===== config.mk =====
export PLATFORM = sky130hd
export DESIGN_NAME = flag_bank_stack
export DESIGN_NICKNAME = d
export VERILOG_FILES = /design/src/rtl/flag_bank_pkg.sv /design/src/rtl/fbs_level_ctrl.sv /design/src/rtl/fbs_bank_array.sv /design/src/rtl/fbs_flag_select.sv /design/src/rtl/flag_bank_stack.sv
export SDC_FILE = /design/constraint.sdc
export NUM_CORES = 1
export LEC_CHECK = 0
export CAP_MARGIN = 20
export CORE_MARGIN = 2
export CORE_UTILIZATION = 57
export CTS_CLUSTER_SIZE = 16
export DETAILED_ROUTE_END_ITERATION = 16
export GPL_ROUTABILITY_DRIVEN = 0
export PLACE_DENSITY = 0.83
export RECOVER_POWER = 100
export SYNTH_ARGS = -nofsm -noshare
export SYNTH_HDL_FRONTEND = slang
export SYNTH_SLANG_ARGS = --single-unit
export TNS_END_PERCENT = 50

===== constraint.sdc =====
create_clock -name clk -period 4.94 [get_ports clk]
set_input_delay 0.494 -clock clk [delete_from_list [all_inputs] [get_ports clk]]
set_output_delay 0.494 -clock clk [all_outputs]
set_load 0.01 [all_outputs]

===== src/rtl/flag_bank_pkg.sv =====
package flag_bank_pkg;

  typedef struct packed {
    logic c;
    logic z;
    logic s;
  } cond_flags_t;

  localparam int FLAG_BITS = 3;

  // Entry is accepted only below the top level.
  function automatic logic entry_ok(input logic enter, input logic is_full);
    return enter && !is_full;
  endfunction

  // Return is accepted only when above normal mode and no entry competes.
  function automatic logic return_ok(input logic enter, input logic ret,
                                     input logic is_empty);
    return ret && !enter && !is_empty;
  endfunction

  function automatic cond_flags_t make_flags(input logic c, input logic z,
                                             input logic s);
    cond_flags_t f;
    f.c = c;
    f.z = z;
    f.s = s;
    return f;
  endfunction

endpackage


===== src/rtl/fbs_level_ctrl.sv =====
module fbs_level_ctrl
  import flag_bank_pkg::*;
#(
  parameter int NUM_LEVELS = 4,
  localparam int DW = $clog2(NUM_LEVELS + 1)
) (
  input  logic          clk,
  input  logic          rst_n,
  input  logic          irq_enter,
  input  logic          irq_return,
  output logic [DW-1:0] depth_q,
  output logic [DW-1:0] push_idx,
  output logic          push_ev,
  output logic          pop_ev,
  output logic          ovf_ev,
  output logic          unf_ev,
  output logic          ovf_q,
  output logic          unf_q
);

  localparam logic [DW-1:0] TOP_LEVEL = DW'(NUM_LEVELS);

  logic is_full;
  logic is_empty;

  assign is_full  = (depth_q == TOP_LEVEL);
  assign is_empty = (depth_q == '0);
  assign push_ev  = entry_ok(irq_enter, is_full);
  assign pop_ev   = return_ok(irq_enter, irq_return, is_empty);
  assign ovf_ev   = irq_enter && is_full;
  assign unf_ev   = irq_return && !irq_enter && is_empty;
  assign push_idx = depth_q + DW'(1);

  always_ff @(posedge clk) begin
    if (!rst_n) begin
      depth_q <= '0;
      ovf_q   <= 1'b0;
      unf_q   <= 1'b0;
    end else begin
      if (push_ev) begin
        depth_q <= push_idx;
      end else if (pop_ev) begin
        depth_q <= depth_q - DW'(1);
      end
      ovf_q <= ovf_ev;
      unf_q <= unf_ev;
    end
  end

endmodule


===== src/rtl/fbs_bank_array.sv =====
module fbs_bank_array
  import flag_bank_pkg::*;
#(
  parameter int NUM_LEVELS = 4,
  localparam int NB = NUM_LEVELS + 1,
  localparam int DW = $clog2(NUM_LEVELS + 1)
) (
  input  logic               clk,
  input  logic               rst_n,
  input  logic               wr_en,
  input  logic [DW-1:0]      wr_idx,
  input  cond_flags_t        wr_data,
  input  logic               clr_en,
  input  logic [DW-1:0]      clr_idx,
  output logic [NB*FLAG_BITS-1:0] banks_flat
);

  for (genvar i = 0; i < NB; i++) begin : g_bank
    cond_flags_t bank_q;

    // Clearing the newly entered set and writing the interrupted set
    // always target different indices.
    always_ff @(posedge clk) begin
      if (!rst_n) begin
        bank_q <= '0;
      end else if (clr_en && (clr_idx == DW'(i))) begin
        bank_q <= '0;
      end else if (wr_en && (wr_idx == DW'(i))) begin
        bank_q <= wr_data;
      end
    end

    assign banks_flat[i*FLAG_BITS +: FLAG_BITS] = bank_q;
  end

endmodule


===== src/rtl/fbs_flag_select.sv =====
module fbs_flag_select
  import flag_bank_pkg::*;
#(
  parameter int NUM_LEVELS = 4,
  localparam int NB = NUM_LEVELS + 1,
  localparam int DW = $clog2(NUM_LEVELS + 1)
) (
  input  logic [NB*FLAG_BITS-1:0] banks_flat,
  input  logic [DW-1:0]           sel,
  output cond_flags_t             cur
);

  always_comb begin
    cur = '0;
    for (int i = 0; i < NB; i++) begin
      if (sel == DW'(i)) begin
        cur = banks_flat[i*FLAG_BITS +: FLAG_BITS];
      end
    end
  end

endmodule


===== src/rtl/flag_bank_stack.sv =====
module flag_bank_stack
  import flag_bank_pkg::*;
#(
  parameter int NUM_LEVELS = 4,
  localparam int NB = NUM_LEVELS + 1,
  localparam int DW = $clog2(NUM_LEVELS + 1)
) (
  input  logic          clk,
  input  logic          rst_n,
  input  logic          alu_we,
  input  logic          alu_c,
  input  logic          alu_z,
  input  logic          alu_s,
  input  logic          irq_enter,
  input  logic          irq_return,
  output logic          cur_c,
  output logic          cur_z,
  output logic          cur_s,
  output logic [DW-1:0] depth,
  output logic          overflow_err,
  output logic          underflow_err
);

  logic [DW-1:0]           depth_q;
  logic [DW-1:0]           push_idx;
  logic                    push_ev;
  logic                    pop_ev;
  logic                    ovf_ev;
  logic                    unf_ev;
  logic                    ovf_q;
  logic                    unf_q;
  logic [NB*FLAG_BITS-1:0] banks_flat;
  cond_flags_t             wr_data;
  cond_flags_t             cur;

  assign wr_data = make_flags(alu_c, alu_z, alu_s);

  fbs_level_ctrl #(.NUM_LEVELS(NUM_LEVELS)) u_ctrl (
    .clk        (clk),
    .rst_n      (rst_n),
    .irq_enter  (irq_enter),
    .irq_return (irq_return),
    .depth_q    (depth_q),
    .push_idx   (push_idx),
    .push_ev    (push_ev),
    .pop_ev     (pop_ev),
    .ovf_ev     (ovf_ev),
    .unf_ev     (unf_ev),
    .ovf_q      (ovf_q),
    .unf_q      (unf_q)
  );

  // Writes always address the set active before any switch this cycle.
  fbs_bank_array #(.NUM_LEVELS(NUM_LEVELS)) u_banks (
    .clk        (clk),
    .rst_n      (rst_n),
    .wr_en      (alu_we),
    .wr_idx     (depth_q),
    .wr_data    (wr_data),
    .clr_en     (push_ev),
    .clr_idx    (push_idx),
    .banks_flat (banks_flat)
  );

  fbs_flag_select #(.NUM_LEVELS(NUM_LEVELS)) u_sel (
    .banks_flat (banks_flat),
    .sel        (depth_q),
    .cur        (cur)
  );

  assign cur_c         = cur.c;
  assign cur_z         = cur.z;
  assign cur_s         = cur.s;
  assign depth         = depth_q;
  assign overflow_err  = ovf_q;
  assign underflow_err = unf_q;

endmodule


==> flow_summary.yaml, run 1 <==
logic_synthesis:
  postSynthRegisterBits: 20
  count_of_unique_library_cells_instantiated_by_yosys: 35
  seq_area_frac_synth_pct: 35.20
  mappedNetlistArea_um2: 1137
  synth_top_area_cell: "sky130_fd_sc_hd__dfxtp_1"
  synth.net_count: 148
  synthesis.instances: 133
  postSynth.topFlopCell: "sky130_fd_sc_hd__dfxtp_1"
  yosys.cell_count.top_type: "sky130_fd_sc_hd__dfxtp_1"
  ys.warnings.count: 0
  synthTopCellsByArea: "sky130_fd_sc_hd__dfxtp_1, sky130_fd_sc_hd__mux2i_1, sky130_fd_sc_hd__ha_1"
  synth.top_cells.by_count: "sky130_fd_sc_hd__dfxtp_1, sky130_fd_sc_hd__nand2_1, sky130_fd_sc_hd__nor2_1, sky130_fd_sc_hd__a21oi_1, sky130_fd_sc_hd__mux2i_1"
  synth_top_area_share_pct: 35.20
  postSynth.asyncResetShare_pct: 0
  syn-mean-instance-area_um2: 8.551
  count_of_flip_flops_with_a_built_in_enable_after_synthesis: 0
worst_hold_path:
  origin_of_the_worst_min_delay_path: "u_banks.banks_flat[12]"
  number_of_stages_on_the_worst_hold_path: 2
  path_class_of_the_lowest_slack_min_delay_path: "flip-flop to flip-flop"
clock_network:
  cts_tree: "built"
  numClockSinks: 20
  max_h_tree_level: 1
  postCtsSetupRepairBufs: 0
  ctsLongestPathBuffers: 2
  cts_buffers: 3
  path_clk_slew_ns: 0.11
  clockRootBuffer: "sky130_fd_sc_hd__clkbuf_4"
  post_cts_resized: 0
  cts_hold_buffers: 0
  clock_latency_ns: 0.30
setup_path:
  worstPathRequired_ns: 4.45
  worst_path_largest_cell_delay_ns: 0.63
  critical_path.startpoint_type: "flip-flop"
  timing.setup.critical_path_class: "flip-flop to output pin"
  slowest_stage: "sky130_fd_sc_hd__dlygate4sd3_1"
  reg2reg_slack_ns: 2.73
  critical_path_cell_count: 5
  rr_startpoint: "u_ctrl.depth_q[0]"
  rr_worst_depth: 5
  critPathTopFamily: "buffers and inverters"
  number_of_buffer_and_inverter_stages_on_the_critical_path: 2
  worst-endpoint-arrival_ns: 2.74
  critPathLaunch: "u_ctrl.depth_q[1]"
  list_of_cells_traversed_by_the_critical_path: "inv_1 > ha_1 > and2_0 > o221ai_1 > dlygate4sd3_1"
  crit_path_end_kind: "output pin"
  worstPathMaxFanout: 15
sta:
  hold_viol_final: 0
  fin_worst_skew_ns: 0.003540
  slew_violations: 0
  worst_hold_slack_ns: 0.4621
  finalSetupViolCount: 0
  max_slew.worst_pin.slew_ns: 0.5665
  setup_tns_ns: 0
  finalCriticalPeriod_ns: 3.238
  fmaxAchievable_mhz: 308.8
  max_slew_margin_pct: 62.21
  grt_setup_unrepaired: "no"
  layout_worst_path_cycle_share_pct: 65.55
pwr:
  power.combinational.fraction_pct: 48.5
  netsw_mw: 0.2410
  clkPwrFrac_pct: 16.0
  vdd_ir_drop_max_mv: 0.3990
  power_report.internal_total_mw: 0.3583
  seqPwrFrac_pct: 35.5
  switching_share_pct: 40.22
  power.density_nw_per_um2: 461.5
  leakage_nw: 0.5547
floorplanning:
  die_width_um: 48.67
  pin_count: 16
  initial_utilization_pct: 59.18
  floorplan_die_area_um2: 2369
  fp-row-count: 16
  die_height_um: 48.67
  core_um2: 1922
route:
  ant_nets: 0
  drt_iter0_drc: 31
  first_pass_iters: 5
  avgRoutedWirePerCell_um: 14.55
  average_vias_per_placed_instance: 5.826
  vias: 1002
  drt_drc_violations_left: 0
  detail_route.wirelength_mm: 2.503
layout:
  finalNetCount: 161
  insertedDiodeCount: 0
  final_design_area_no_fill_um2: 1299
  post_route_cells_drive_above_1_share_pct: 4.138
  area_growth_syn_to_layout_pct: 14.19
  reg_area_um2: 400.4
  final_cells: 172
  multiInputGateArea_um2: 648.1
  filler_cell_count: 167
  postLayoutCoreUtil_pct: 67.58
global_route:
  grt_pass1_wl_mm: 4.181
  first_global_vias: 935
  tot_gr_track_use_pct: 22.08
  maximum_number_of_pins_on_one_net_before_global_route_repair: 16
  antenna_found_initial: 0
  grt_overflow_total: 0
placed_design:
  dp_cells: 168
  number_of_i_o_port_buffers: 15
  detailed_place.area_um2: 1275
  place.detailed.hpwl_mm: 1.837
outcome:
  outcome: "completed"
job:
  cap_violations: 0
==> cell usage in the layout, fill, tap and decap left out, drive strengths merged <==
cell type and n:
dlygate4sd3 8, or3 1, o21ai 4, o311ai 1, nand3 7, nor2 11, a2111o 1, and4 1
mux2i 9, a21o 3, a21oi 10, nand2b 3, dfxtp 20, or3b 1, ha 7, xnor2 1
o41ai 1, o22ai 1, clkdlybuf4s50 7, o31ai 3, nor2b 1, inv 8, and2 1, o221ai 3
o2111ai 1, nand4 1, nand3b 3, nor3 3, a2111oi 1, a311o 1, clkbuf 4, a31oi 3
nand2 15
==> final cells by class <==
class	instances	share of cell area, %
multi-input cells	98	49.90
flip-flops and latches	20	30.83
repair buffers	15	11.56
clock buffers	4	2.794
well taps	27	2.601
inverters	8	2.312
==> path summary, 6_finish.rpt <==
check,to
max,cur_z
min,u_banks.banks_flat[12]
max reg2reg,u_banks.banks_flat[14]
min reg2reg,u_banks.banks_flat[12]
==> through the flow <==
stage | setup slack [ns] | power (mW)
after floorplan | 2.957 | 0.4265
after global placement | 2.352 | 0.5067
after detailed placement | 2.224 | 0.5175
after CTS | 1.870 | 0.6123
after global routing | 1.467 | 0.6431
final | 1.702 | 0.5993
==> tightest hold or removal path: stages (launching register included) <==
cell and delay [ns]:
sky130_fd_sc_hd__dfxtp_1 0.33, sky130_fd_sc_hd__nand2_1 0.05, sky130_fd_sc_hd__a21oi_1 0.05
==> cell families (layout without fill, tap and decap cells) <==
kind of cell,after synthesis,in the layout,share of synthesized area [%]
flops,20,20,35.20
xor+xnor,1,1,0.7702
simple gates,48,48,20.35
fa+ha+maj,7,7,7.700
mux,9,9,7.921
compound gates,33,33,21.34
buf+inv,15,27,6.710
==> layer usage <==
metal	vias to the layer above	share of wire, %	track usage, %
met2	28	48	37.44
met4	0	1.4	5.238
li1	501	-	-
met1	467	46	27.47
met5	-	0	0
met3	6	4.8	6.481
==> registers in the layout (all words and copies together), names as in the netlist <==
| register | count |
|---|---|
| u_ctrl.unf_q | 1 |
| u_banks.banks_flat | 15 |
| u_ctrl.ovf_q | 1 |
| u_ctrl.depth_q | 3 |
==> power groups by stage <==
stage | clock network [mW] | registers [mW] | logic, mW
2_1_floorplan | 0 | 0.212 | 0.215
3_3_place_gp | 0 | 0.214 | 0.293
3_5_place_dp | 0 | 0.216 | 0.301
4_1_cts | 0.0963 | 0.213 | 0.303
5_1_grt | 0.102 | 0.217 | 0.323
6_report | 0.0959 | 0.213 | 0.291
No activity file was read; power rests on OpenSTA's default activity.
==> inputs of run 2 (changes only) <==
CORE_UTILIZATION = 53   (was 57)
PLACE_DENSITY = 0.78   (was 0.83)
clock period = 3.3 ns   (was 4.94 ns; I/O delays follow)
==> run 2 against run 1 <==
  * Combinational power up 49%
  * Routed wire length up 0.80%
  * First-iteration DRC count down 9.7%
  * Utilization down 2.7 points
  * Critical path type unchanged
  * Worst hold slack better by 0.014 ns
==> flow_summary.yaml, run 2 (synthesis gave the netlist of run 1 again) <==
outcome:
  outcome: "completed"
placed_design:
  number_of_i_o_port_buffers: 15
  detailed_place.area_um2: 1275
  dp_cells: 168
  place.detailed.hpwl_mm: 1.900
layout:
  finalNetCount: 161
  final_design_area_no_fill_um2: 1299
  post_route_cells_drive_above_1_share_pct: 4.138
  layout_commonest_cell: "sky130_fd_sc_hd__dfxtp_1"
  final_cells: 172
  largest_register_ff_count: 15
  most-common-layout-cells: "sky130_fd_sc_hd__dfxtp_1, sky130_fd_sc_hd__nand2_1, sky130_fd_sc_hd__nor2_1"
  filler_cell_count: 180
  area_growth_syn_to_layout_pct: 14.19
  insertedDiodeCount: 0
clock_network:
  postCtsSetupRepairBufs: 0
  cts_tree: "built"
  path_clk_slew_ns: 0.11
  max_h_tree_level: 1
  ctsLongestPathBuffers: 2
  clockRootBuffer: "sky130_fd_sc_hd__clkbuf_4"
  post_cts_resized: 0
  clock_latency_ns: 0.30
  cts_hold_buffers: 0
  numClockSinks: 20
  cts_buffers: 3
global_route:
  first_global_vias: 913
  antenna_found_initial: 0
  grt_overflow_total: 0
  tot_gr_track_use_pct: 21.72
  maximum_number_of_pins_on_one_net_before_global_route_repair: 16
  grt_pass1_wl_mm: 4.160
setup_path:
  crit_path_end_kind: "output pin"
  worstPathMaxFanout: 15
  timing.setup.critical_path_class: "flip-flop to output pin"
  critical_path.startpoint_type: "flip-flop"
  worstPathRequired_ns: 2.97
  worst-endpoint-arrival_ns: 2.63
floorplanning:
  die_width_um: 50.33
  pin_count: 16
  floorplan_die_area_um2: 2533
  fp-row-count: 16
  core_um2: 2002
  die_height_um: 50.33
  initial_utilization_pct: 56.81
sta:
  finalCriticalPeriod_ns: 2.957
  slew_violations: 0
  setup_tns_ns: 0
  grt_setup_unrepaired: "no"
  finalSetupViolCount: 0
  fmaxAchievable_mhz: 338.2
  max_slew_margin_pct: 66.49
  layout_worst_path_cycle_share_pct: 89.59
  fin_worst_skew_ns: 0.003046
  hold_viol_final: 0
  max_slew.worst_pin.slew_ns: 0.4961
route:
  first_pass_iters: 4
  ant_nets: 0
  average_vias_per_placed_instance: 5.703
  detail_route.wirelength_mm: 2.523
  drt_iter0_drc: 28
  avgRoutedWirePerCell_um: 14.67
  vias: 981
  drt_drc_violations_left: 0
pwr:
  netsw_mw: 0.3636
  clkPwrFrac_pct: 16.2
  switching_share_pct: 40.42
  power.combinational.fraction_pct: 48.2
  leakage_nw: 0.5557
  power.density_nw_per_um2: 692.6
  power_report.internal_total_mw: 0.5360
  vdd_ir_drop_max_mv: 0.4676
  seqPwrFrac_pct: 35.7
worst_hold_path:
  path_class_of_the_lowest_slack_min_delay_path: "flip-flop to flip-flop"
job:
  cap_violations: 0
==> run 2: cell counts in the layout (fill, tap and decap cells not counted) <==
Identical to the previous run, type by type.
==> run 2: power groups by stage <==
stage               sequential, mW  clock (mW)  combinational [mW]
finish                       0.321       0.145               0.433
global route                 0.328       0.158               0.478
CTS                          0.322       0.148               0.450
detailed placement           0.328           0               0.448
global placement             0.322           0               0.440
floorplan                    0.317           0               0.322
==> run 2: worst max-delay path: stages, from the launching register on <==
cell and delay [ns]:
sky130_fd_sc_hd__dfxtp_1 0.41, sky130_fd_sc_hd__inv_1 0.14, sky130_fd_sc_hd__ha_1 0.48, sky130_fd_sc_hd__and2_1 0.45
sky130_fd_sc_hd__o221ai_1 0.21, sky130_fd_sc_hd__dlygate4sd3_1 0.64
==> run 2: final timing paths <==
check	slack [ns]	cells after the start	end	start
setup / recovery	0.34	5	cur_z	u_ctrl.depth_q[0]
hold / removal	0.48	2	u_banks.banks_flat[9]	u_banks.banks_flat[9]
setup reg to reg	1.22	5	u_banks.banks_flat[14]	u_ctrl.depth_q[0]
hold reg to reg	0.48	2	u_banks.banks_flat[9]	u_banks.banks_flat[9]
==> run 2: layer usage <==
layer  up-vias  track usage [%]  share of wire, %
met5         -                0                 0
met4         0            12.61               2.9
met3         8            1.786               3.0
met2        23            34.65                47
met1       450            28.68                47
li1        500                -                 -
==> run 2: cell type report <==
cell class | instances | area, um2 | area share, %
clock buffer | 4 | 36.28 | 2.794
inverter | 8 | 30.03 | 2.312
multi-input combinational | 98 | 648.1 | 49.90
sequential | 20 | 400.4 | 30.83
tap | 27 | 33.78 | 2.601
timing repair buffer | 15 | 150.1 | 11.56
==> run 2: metrics by stage <==
step	power, mW	setup slack [ns]	utilization (%)	hold WS, ns
CTS	0.9204	0.3716	65.50	0.4739
global route	0.9637	0.1664	64.88	0.4956
global placement	0.7624	0.8415	63.69	0.4499
floorplan	0.6385	1.481	-	0.4339
finish	0.8996	0.3434	64.88	0.4758
detailed placement	0.7754	0.7321	63.69	0.4573
